## config.mk

```make
export PLATFORM = sky130hd
export DESIGN_NAME = dac_dbuf_word
export DESIGN_NICKNAME = d
export VERILOG_FILES = /design/src/rtl/dac_dbuf_pkg.sv /design/src/rtl/dac_dbuf_decode.sv /design/src/rtl/dac_dbuf_hold_reg.sv /design/src/rtl/dac_dbuf_word.sv
export SDC_FILE = /design/constraint.sdc
export NUM_CORES = 1
export LEC_CHECK = 0
export ABC_AREA = 1
export CAP_MARGIN = 25
export CELL_PAD_IN_SITES_DETAIL_PLACEMENT = 1
export CELL_PAD_IN_SITES_GLOBAL_PLACEMENT = 2
export CORE_ASPECT_RATIO = 1.5
export CORE_MARGIN = 1.5
export CORE_UTILIZATION = 29
export CTS_BUF_LIST = sky130_fd_sc_hd__clkbuf_4
export DETAILED_ROUTE_END_ITERATION = 10
export PLACE_DENSITY = 0.95
export SYNTH_ARGS = -nofsm -noshare
export SYNTH_HDL_FRONTEND = slang
export SYNTH_HIERARCHICAL = 1
export SYNTH_SLANG_ARGS = --single-unit
export TNS_END_PERCENT = 50
```

## constraint.sdc

```tcl
create_clock -name clk -period 1.3 [get_ports clk]
set_clock_uncertainty 0.15 [all_clocks]
set_input_delay 0.195 -clock clk [delete_from_list [all_inputs] [get_ports clk]]
set_output_delay 0.195 -clock clk [all_outputs]
set_load 0.1 [all_outputs]
```

## src/rtl/dac_dbuf_pkg.sv

```systemverilog
package dac_dbuf_pkg;

    // Command classes decoded from one sample of the strobes.
    typedef enum logic [2:0] {
        CMD_IDLE        = 3'd0,
        CMD_LOAD_UP     = 3'd1,
        CMD_LOAD_LO     = 3'd2,
        CMD_LOAD_BOTH   = 3'd3,
        CMD_TRANSFER    = 3'd4,
        CMD_LOAD_UP_XF  = 3'd5,
        CMD_LOAD_LO_XF  = 3'd6,
        CMD_PASS        = 3'd7
    } dbuf_cmd_e;

    // Register enables derived from a command.
    typedef struct packed {
        logic up_we;
        logic lo_we;
        logic xfer;
    } dbuf_ctl_t;

endpackage

```

## src/rtl/dac_dbuf_decode.sv

```systemverilog
module dac_dbuf_decode
    import dac_dbuf_pkg::*;
(
    input  logic      sel_up_n,
    input  logic      sel_lo_n,
    input  logic      xfer_n,
    input  logic      wr_n,
    output dbuf_cmd_e cmd,
    output dbuf_ctl_t ctl
);

    // Classify the strobe pattern.
    always_comb begin
        if (wr_n) begin
            cmd = CMD_IDLE;
        end else begin
            unique case ({sel_up_n, sel_lo_n, xfer_n})
                3'b011:  cmd = CMD_LOAD_UP;
                3'b101:  cmd = CMD_LOAD_LO;
                3'b001:  cmd = CMD_LOAD_BOTH;
                3'b110:  cmd = CMD_TRANSFER;
                3'b010:  cmd = CMD_LOAD_UP_XF;
                3'b100:  cmd = CMD_LOAD_LO_XF;
                3'b000:  cmd = CMD_PASS;
                default: cmd = CMD_IDLE;
            endcase
        end
    end

    // Turn the command into register enables.
    always_comb begin
        unique case (cmd)
            CMD_IDLE:       ctl = '{up_we: 1'b0, lo_we: 1'b0, xfer: 1'b0};
            CMD_LOAD_UP:    ctl = '{up_we: 1'b1, lo_we: 1'b0, xfer: 1'b0};
            CMD_LOAD_LO:    ctl = '{up_we: 1'b0, lo_we: 1'b1, xfer: 1'b0};
            CMD_LOAD_BOTH:  ctl = '{up_we: 1'b1, lo_we: 1'b1, xfer: 1'b0};
            CMD_TRANSFER:   ctl = '{up_we: 1'b0, lo_we: 1'b0, xfer: 1'b1};
            CMD_LOAD_UP_XF: ctl = '{up_we: 1'b1, lo_we: 1'b0, xfer: 1'b1};
            CMD_LOAD_LO_XF: ctl = '{up_we: 1'b0, lo_we: 1'b1, xfer: 1'b1};
            CMD_PASS:       ctl = '{up_we: 1'b1, lo_we: 1'b1, xfer: 1'b1};
            default:        ctl = '{up_we: 1'b0, lo_we: 1'b0, xfer: 1'b0};
        endcase
    end

endmodule

```

## src/rtl/dac_dbuf_hold_reg.sv

```systemverilog
module dac_dbuf_hold_reg #(
    parameter int W = 8
) (
    input  logic         clk,
    input  logic         rst_n,
    input  logic         we,
    input  logic [W-1:0] d,
    output logic [W-1:0] nxt,
    output logic [W-1:0] q
);

    // Value the register holds after this edge, also forwarded for a transparent transfer.
    always_comb begin
        nxt = we ? d : q;
    end

    always_ff @(posedge clk or negedge rst_n) begin
        if (!rst_n) begin
            q <= '0;
        end else begin
            q <= nxt;
        end
    end

endmodule

```

## src/rtl/dac_dbuf_word.sv

```systemverilog
module dac_dbuf_word
    import dac_dbuf_pkg::*;
#(
    parameter int DATA_W = 14,
    parameter int LO_W   = 8
) (
    input  logic              clk,
    input  logic              rst_n,
    input  logic [DATA_W-1:0] bus_i,
    input  logic              sel_up_n,
    input  logic              sel_lo_n,
    input  logic              xfer_n,
    input  logic              wr_n,
    output logic [DATA_W-1:0] code_o
);

    localparam int UP_W = DATA_W - LO_W;

    dbuf_cmd_e          cmd;
    dbuf_ctl_t          ctl;
    logic [UP_W-1:0]    up_q;
    logic [UP_W-1:0]    up_nxt;
    logic [LO_W-1:0]    lo_q;
    logic [LO_W-1:0]    lo_nxt;
    logic [DATA_W-1:0]  code_q;

    dac_dbuf_decode u_dec (
        .sel_up_n (sel_up_n),
        .sel_lo_n (sel_lo_n),
        .xfer_n   (xfer_n),
        .wr_n     (wr_n),
        .cmd      (cmd),
        .ctl      (ctl)
    );

    dac_dbuf_hold_reg #(.W(UP_W)) u_up (
        .clk   (clk),
        .rst_n (rst_n),
        .we    (ctl.up_we),
        .d     (bus_i[DATA_W-1:LO_W]),
        .nxt   (up_nxt),
        .q     (up_q)
    );

    dac_dbuf_hold_reg #(.W(LO_W)) u_lo (
        .clk   (clk),
        .rst_n (rst_n),
        .we    (ctl.lo_we),
        .d     (bus_i[LO_W-1:0]),
        .nxt   (lo_nxt),
        .q     (lo_q)
    );

    // Output code register: a transfer takes the post-edge input values,
    // so a byte written in the same access passes straight through.
    always_ff @(posedge clk or negedge rst_n) begin
        if (!rst_n) begin
            code_q <= '0;
        end else if (ctl.xfer) begin
            code_q <= {up_nxt, lo_nxt};
        end
    end

    assign code_o = code_q;

endmodule

```

==> impl_metrics.toml <==
[outcome]
outcome = "complete, but fails checks"
failed_checks = "setup timing"

[routing]
final_antenna_net_count = 0
drt_pass1_iterations = 2
drt_iter0_drc = 8
wirelength_um = 2630
num_vias = 892
via_per_inst = 4.42
wl_per_cell_um = 13.0
drc_errors = 0

[worst_setup_path]
path_buf_inv = 1
crit_path_end_kind = "primary output"
r2r_slack_ns = 0.39
cp.required_ns = 0.95
critPathLaunchType = "flop"
critical_path.max_stage_delay_ns = 0.44
path_class = "reg2out"
r2r_cells = 4
regToRegStartpoint = "u_lo/q[1]"
cp_top_family = "flip-flops"
path_max_fanout = 2
crit_chain = "buf_12"
reg2reg_to = "code_o[1]"
cpMaxStageDelayCell = "dfrtp_1"
crit_start = "code_o[12]"
critical_path_arrival_ns = 0.96

[cells_and_area]
drive_gt1_share_pct = 16.4
insertedDiodeCount = 0
multi_input_area_sq_um = 334
finalCoreUtilization_pct = 45.1
ff_latch_area_sq_um = 701
area.growth.synth_to_final_pct = 50.8
layout_commonest_cell = "nand2_1"
fillers = 435
nets = 181
mostFrequentLayoutCells = "nand2_1, dfrtp_1, clkdlybuf4s50_1"

[sta]
hold_ws_ns = 0.0520
finalCritPeriodShare_pct = 101
slew_headroom_pct = 83.2
rsz0062_at_grt = "yes"
setup_ws_ns = -0.00707
fmax_mhz = 765
min_period_ns = 1.31
setup-tns-final_ns = -0.00707
slew_violations = 0
worst_slew_pin_slew_ns = 0.251
setup_violations = 1
finalHoldViolations = 0

[placed_design]
gp_congestion = 0.715
port_buffers = 33
pre_cts_slack_ns = -0.551
hpwl_um = 2050

[hold_path]
hp-class = "in2async"

[global_route]
grt_usage_pct = 14.1
gr-total-overflow = 0
antenna_found_initial = 0
grt_max_degree = 29
grt_pass1_vias = 980
grt_pass1_wl_um = 4330

[floorplan]
placementRows = 27
fp.dieArea_sq_um = 4150
initial_utilization_pct = 29.9
io_pins = 34
die_y_um = 78.1
die_w_um = 53.1
coreArea_sq_um = 3650

[clocking]
cts_buffers = 3
cts.clk_slew.worst_paths_ns = 0.15
htree_levels = 1
root_buffer = "clkbuf_4"
cts_tree = "done"
clock_path_buffers = 2
worstSkewPairLatency_ns = 0.32
cts.sinks = 28
post_cts_buffers = 0

[power]
leakage_nw = 0.854
powerDensity_nw_per_um2 = 1530
p_total_mw = 2.52
vdd.ir_drop.worst_uv = 651

[yosys]
synth_area_sq_um = 1090
synth_seq_area_share_pct = 64.2
synth.distinct_cells = 6
synthCells = 124
synth_area_per_cell_sq_um = 8.80
yosys_warnings = 6
ys_seq_elements = 28
synth_nets = 144

[flow_run]
cap_violations = 0
==> synthesized netlist by cell type <==
master | number | area [sq um]
buf_4 | 4 | 30.0
buf_6 | 2 | 22.5
dfrtp_1 | 28 | 701
inv_2 | 3 | 11.3
nand2_1 | 84 | 315
nor2_1 | 3 | 11.3
==> area by class of cell <==
class	count	area share [%]
clock buffer	3	1.37
inverter	3	0.684
multi-input combinational	87	20.3
sequential	28	42.6
tap	43	3.27
timing repair buffer	38	31.8
==> layer usage <==
metal	share of wire, %	GRT usage, %
met3	3.5	0.951
met5	0	0
met1	38	14.6
met4	1.5	7.69
met2	57	26.6
==> flip-flops by register name (all words and copies together), names as in the netlist <==
register	cells
u_up/q	6
u_lo/q	8
code_o	14
==> cell families after synthesis <==
logic type	synth area share, %
buffers and inverters	5.85
DFF	64.2
and+or+nand+nor	29.9
==> through the flow <==
stage	cells	instance area, sq um
after global placement	199	1610
after CTS	202	1640
final	202	1650
after floorplan	124	1090
after global routing	202	1650
after detailed placement	199	1610
==> repair_timing <==
| action | in CTS | in global routing |
|---|---|---|
| gates cloned | 0 | 0 |
| gates resized for setup | 1 | 2 |
| setup endpoints to repair | 24 | 29 |
| hold buffers | 0 | 0 |
==> how the worst max path moves through the flow <==
stage | to | depth (start not counted)
after global placement | code_o[2] | 7
after detailed placement | code_o[6] | 7
after CTS | code_o[6] | 7
after global routing | code_o[12] | 1
final | code_o[12] | 1
after floorplan | code_o[0] | 2
==> power by group <==
group | leakage [nW] | internal (mW) | switching, mW
Sequential | 0.352 | 0.993 | 0.0967
Combinational | 0.489 | 0.385 | 0.696
Clock | 0.0138 | 0.109 | 0.240
No activity file was read; power rests on OpenSTA's default activity.
